`src/rtl/clk12_pkg.sv`:
```
package clk12_pkg;
   localparam int DIGIT_W   = 4;
   localparam int MU_LAST   = 9;
   localparam int MT_LAST   = 5;
   localparam int HR_LAST   = 11;
   localparam int DEC_LINES = 10;
   typedef logic [DIGIT_W-1:0] digit_t;
endpackage

```
`src/rtl/count_digit.sv`:
```
module count_digit #(
   parameter int W      = 4,
   parameter int LAST   = 9,
   parameter bit SPARSE = 1'b1
) (
   input  logic         clk,
   input  logic         rst,
   input  logic         carry_in,
   output logic [W-1:0] q,
   output logic         at_last
);
   localparam logic [W-1:0] LAST_V = W'(LAST);

   generate
      if (LAST < 1 || LAST >= (1 << W)) begin : g_bad
         $error("count_digit: LAST does not fit in W bits");
      end
      if (SPARSE) begin : g_sparse
         // only the bits set in LAST are examined; values above LAST never occur
         assign at_last = ((q & LAST_V) == LAST_V);
      end else begin : g_full
         assign at_last = (q == LAST_V);
      end
   endgenerate

   logic [W-1:0] inc_v;
   logic [W-1:0] d;
   logic         wrap;

   assign inc_v = q + {{(W-1){1'b0}}, carry_in};
   assign wrap  = carry_in & at_last;
   assign d     = wrap ? '0 : inc_v;

   always_ff @(posedge clk) begin
      if (rst) q <= '0;
      else     q <= d;
   end


   hold_chk: assert property (@(posedge clk) disable iff (rst)
      !carry_in |=> $stable(q));

   wrap_clear_chk: assert property (@(posedge clk) disable iff (rst)
      (carry_in && q == LAST_V) |=> (q == '0));

   range_chk: assert property (@(posedge clk) disable iff (rst)
      q <= LAST_V);
endmodule

```
`src/rtl/onehot_dec.sv`:
```
module onehot_dec #(
   parameter int W = 4,
   parameter int N = 10
) (
   input  logic [W-1:0] val,
   output logic [N-1:0] lines
);
   generate
      if (N > (1 << W)) begin : g_bad
         $error("onehot_dec: N exceeds 2**W");
      end
      for (genvar i = 0; i < N; i++) begin : g_line
         assign lines[i] = (val == W'(i));
      end
   endgenerate
endmodule

```
`src/rtl/hour_display.sv`:
```
module hour_display #(
   parameter int W      = 4,
   parameter bit SPARSE = 1'b1
) (
   input  logic [W-1:0] hr,
   output logic         tens_on,
   output logic [W-1:0] units
);
   generate
      if (W != 4) begin : g_bad
         $error("hour_display: hour register must be 4 bits");
      end
      if (SPARSE) begin : g_sparse
         assign tens_on = hr[3] & (hr[1] | hr[0]);
      end else begin : g_full
         assign tens_on = (hr >= W'(9));
      end
   endgenerate

   logic [W-1:0] shown;
   assign shown = hr + W'(1);
   assign units = tens_on ? (shown - W'(10)) : shown;
endmodule

```
`src/rtl/sync_minute_clock.sv`:
```
module sync_minute_clock
   import clk12_pkg::*;
#(
   parameter bit SPARSE_DETECT = 1'b1
) (
   input  logic        clk,
   input  logic        rst,
   output logic [9:0]  min_units_oh,
   output logic [5:0]  min_tens_oh,
   output logic [9:0]  hour_units_oh,
   output logic        hour_tens_on
);
   digit_t mu_q, mt_q, hr_q, hr_units;
   logic   mu_last, mt_last, hr_last;
   logic   mt_en, hr_en;

   assign mt_en = mu_last;
   assign hr_en = mu_last & mt_last;

   count_digit #(.W(DIGIT_W), .LAST(MU_LAST), .SPARSE(SPARSE_DETECT)) u_mu (
      .clk(clk), .rst(rst), .carry_in(1'b1), .q(mu_q), .at_last(mu_last));
   count_digit #(.W(DIGIT_W), .LAST(MT_LAST), .SPARSE(SPARSE_DETECT)) u_mt (
      .clk(clk), .rst(rst), .carry_in(mt_en), .q(mt_q), .at_last(mt_last));
   count_digit #(.W(DIGIT_W), .LAST(HR_LAST), .SPARSE(SPARSE_DETECT)) u_hr (
      .clk(clk), .rst(rst), .carry_in(hr_en), .q(hr_q), .at_last(hr_last));

   hour_display #(.W(DIGIT_W), .SPARSE(SPARSE_DETECT)) u_hdisp (
      .hr(hr_q), .tens_on(hour_tens_on), .units(hr_units));

   onehot_dec #(.W(DIGIT_W), .N(DEC_LINES))   u_dec_mu (.val(mu_q),     .lines(min_units_oh));
   onehot_dec #(.W(DIGIT_W), .N(MT_LAST + 1)) u_dec_mt (.val(mt_q),     .lines(min_tens_oh));
   onehot_dec #(.W(DIGIT_W), .N(DEC_LINES))   u_dec_hu (.val(hr_units), .lines(hour_units_oh));

   logic unused_hr_last;
   assign unused_hr_last = hr_last;


   reset_face_chk: assert property (@(posedge clk)
      rst |=> (min_units_oh == 10'b1 && min_tens_oh == 6'b1 &&
               hour_units_oh == 10'b10 && !hour_tens_on));

   onehot_chk: assert property (@(posedge clk) disable iff (rst)
      ($countones(min_units_oh) == 1 && $countones(min_tens_oh) == 1 &&
       $countones(hour_units_oh) == 1));

   noon_wrap_chk: assert property (@(posedge clk) disable iff (rst)
      (min_units_oh[9] && min_tens_oh[5] && hour_tens_on && hour_units_oh[2])
      |=> (!hour_tens_on && hour_units_oh[1]));

   tens_digit_chk: assert property (@(posedge clk) disable iff (rst)
      hour_tens_on |-> (hour_units_oh[0] || hour_units_oh[1] || hour_units_oh[2]));
endmodule

```
`config.mk`:
```
export PLATFORM = sky130hd
export DESIGN_NAME = sync_minute_clock
export DESIGN_NICKNAME = d
export VERILOG_FILES = /design/src/rtl/clk12_pkg.sv /design/src/rtl/count_digit.sv /design/src/rtl/onehot_dec.sv /design/src/rtl/hour_display.sv /design/src/rtl/sync_minute_clock.sv
export SDC_FILE = /design/constraint.sdc
export NUM_CORES = 1
export LEC_CHECK = 0
export BUFFER_PORTS_ARGS = -buffer_cell sky130_fd_sc_hd__buf_4
export CAP_MARGIN = 20
export CORE_ASPECT_RATIO = 1.4
export CORE_MARGIN = 2
export CORE_UTILIZATION = 30
export CTS_BUF_LIST = sky130_fd_sc_hd__clkbuf_2
export CTS_CLUSTER_DIAMETER = 150
export CTS_CLUSTER_SIZE = 16
export DETAILED_ROUTE_END_ITERATION = 7
export SYNTH_ARGS = -nofsm -noshare
export SYNTH_HDL_FRONTEND = slang
export SYNTH_SLANG_ARGS = --single-unit
export TNS_END_PERCENT = 10
```
`constraint.sdc`:
```
create_clock -name clk -period 3.2 [get_ports clk]
set_input_delay 0.32 -clock clk [delete_from_list [all_inputs] [get_ports clk]]
set_output_delay 0.32 -clock clk [all_outputs]
set_load 0.01 [all_outputs]
```
==> summary.txt <==
main area contributors after synthesis - dfxtp_1, ha_1, and2_1, xnor2_1, nor3_1
maximum vdd ir drop - 0.173 mV
worst hold path depth - 2
GRT met2 Usage - 24.7%
TritonCTS Buffers - 3
largest net degree at the start of global routing - 11
worst reg-to-reg setup slack - 1700 ps
first-iteration detailed-routing DRC count - 8
met3 Track Usage GR - 0.862%
worst skew pair latency - 250 ps
critical path endpoint category - output port
Pre-Repair DR Iteration Count - 4
top_reg_cell synth - dfxtp_1
diode count - 0
Max Clk Rate - 346 MHz
Yosys top cell by area - dfxtp_1
DP HPWL - 1650 um
FF+latch area - 240 um^2
RR Startpoint - u_mt.q[2]
pwr dens - 228 nW/um^2
outcome - finished clean
Final Cycle Share - 90.3%
setup violators final - 0
global routing's busiest layer - met2
final hold violation count - 0
crit path launch type - flip-flop
fin. max-slew vios - 0
Hold WS - 285 ps
WP data arrival - 2570 ps
Final GP Congestion - 0.776
CTS sink cnt - 12
Worst Max-Slew Pin Slew - 336 ps
count of different cell masters after synthesis - 35
Pleak - 0.535 nW
Critical Path Max Stage Delay - 480 ps
I/O Pins - 29
HP Start - rst
Multi-input gate area - 626 um^2
vias per inst - 4.87
Post-synth EDFFs - 0
clock-pin slew on the worst setup and hold paths - 110 ps
Min-Delay Endpoint - u_mu.q[0]
yosys warns - 0
nets - 149
Clock Path Buffers - 2
drt wl/cell - 11.8 um
setup repair bufs after CTS - 0
FFs w/ async S/R, synth - 0%
Crit Path Max Fanout - 9
core area - 2910 um^2
PortBufs - 28
Post-Route Skew - 2.09 ps
Starting Density - 31.9%
Residual DRC - 0
drt total wl - 2020 um
unrepaired setup endpoints after global routing - no
Post-Syn Nets - 122
Hold WC Path Type - input pin to flip-flop
FF+latch count, synth - 12
ANT nets after route - 0
Required @ worst endpoint - 2880 ps
standard-cell rows - 23
global-route wire length before repair - 3560 um
gr usage total - 12.5%
worst reg-to-reg path cell count - 4
synth cell count leaders - and2_1, dfxtp_1, ha_1
Clock Tree Root - clkbuf_2
via count - 832
Vert. Die Dim - 69.8 um
Fillers - 312
slowest CP cell - dfxtp_1
Area growth, synth to finish - 25.1%
initial antenna violation count - 0
total global routing overflow - 0
Setup TNS - 0 ps
Final min period - 2890 ps
die width - 51.0 um
Yosys top cell area share - 25.9%
CTS H-tree lvls - 1
gate count of the mapped netlist - 109
critical path type - flip-flop to output port
most frequent cell after synthesis - and2_1
relative slew slack - 76.9%
synthesized area - 927 um^2
worst path cell trace - inv_1 -> ha_1 -> inv_1 -> ha_1 -> o21ai_1 -> xnor2_1 -> nor4b_1 -> buf_4
vias in the first global route - 843
register area share after synthesis - 25.9%
Avg Inst Size Synth - 8.51 um^2
share of cells above drive strength 1 - 26.9%
max-cap viol count - 0
CTS tree - done
DIE AREA - 3560 um^2
reg2reg end - u_hr.q[1]
grt met1 use - 12.5%
[routing by layer]
layer	vias to the layer above	wire (um)
li1	426	-
met1	385	783
met2	19	1140
met3	2	89
met4	0	12
met5	-	0
[sequential cells by signal, summed over array words and instances, names as in the netlist]
signal  flops
u_hr.q      4
u_mt.q      4
u_mu.q      4
[critical path: cells and delay by family, from the launching register on]
kind | cells | cell delay [ps]
buf+inv | 3 | 390
xor+xnor | 1 | 220
fa+ha+maj | 2 | 680
flops | 1 | 480
compound gates | 1 | 250
simple gates | 1 | 290
[timing repair]
item,4_1_cts,5_1_grt
resized for setup,0,1
hold endpoints to repair,0,0
hold buffers,0,0
endpoints found under the setup margin,0,1
[through the flow]
step	instances	area [um^2]	worst slack (ps)	power, mW	util [%]
after floorplan	109	927	626	0.180	-
after global placement	168	1140	648	0.194	39.4
after detailed placement	168	1140	478	0.196	39.4
after CTS	171	1160	168	0.267	39.9
after global routing	171	1160	16.9	0.282	39.9
final	171	1160	309	0.264	39.9
[cells by family after synthesis]
group,after synthesis,synth area share [%]
AO/OA/AOI/OAI,8,5.53
adder cells (fa/ha/maj),11,14.8
AND/OR/NAND/NOR,56,36.4
buffers and inverters,12,6.61
XOR/XNOR,8,8.37
flip-flops,12,25.9
multiplexers,2,2.29
[cell type report]
type,instances,area share (%)
Multi-Input combinational cell,85,53.9
Sequential cell,12,20.7
Timing Repair Buffer,28,18.1
Tap cell,37,3.99
Inverter,6,1.94
Clock buffer,3,1.29
[worst max path at each step]
stage                         start                to
after floorplan           u_hr.q[0]  hour_units_oh[2]
after global placement    u_hr.q[0]  hour_units_oh[2]
after detailed placement  u_hr.q[0]  hour_units_oh[2]
after CTS                 u_hr.q[0]  hour_units_oh[2]
after global routing      u_hr.q[0]  hour_units_oh[2]
final                     u_hr.q[0]  hour_units_oh[2]
[layout by cell type, fill, tap and decap left out, types with 3 or more instances in the layout]
| cell | count |
|---|---|
| buf_4 | 28 |
| and2_1 | 13 |
| dfxtp_1 | 12 |
| ha_1 | 11 |
| nor2_1 | 9 |
| nor3_1 | 8 |
| inv_1 | 5 |
| xnor2_1 | 5 |
| nand2_1 | 3 |
| nor4b_1 | 3 |
| nand3_1 | 3 |
| clkbuf_2 | 3 |
[power breakdown]
group / leakage (nW) / switching [mW] / total (mW) / internal (mW)
logic: 0.426 / 0.0171 / 0.0353 / 0.0182
registers: 0.0973 / 0.00427 / 0.157 / 0.153
clock network: 0.0125 / 0.0467 / 0.0722 / 0.0256
(Power assumes the default switching activity.)
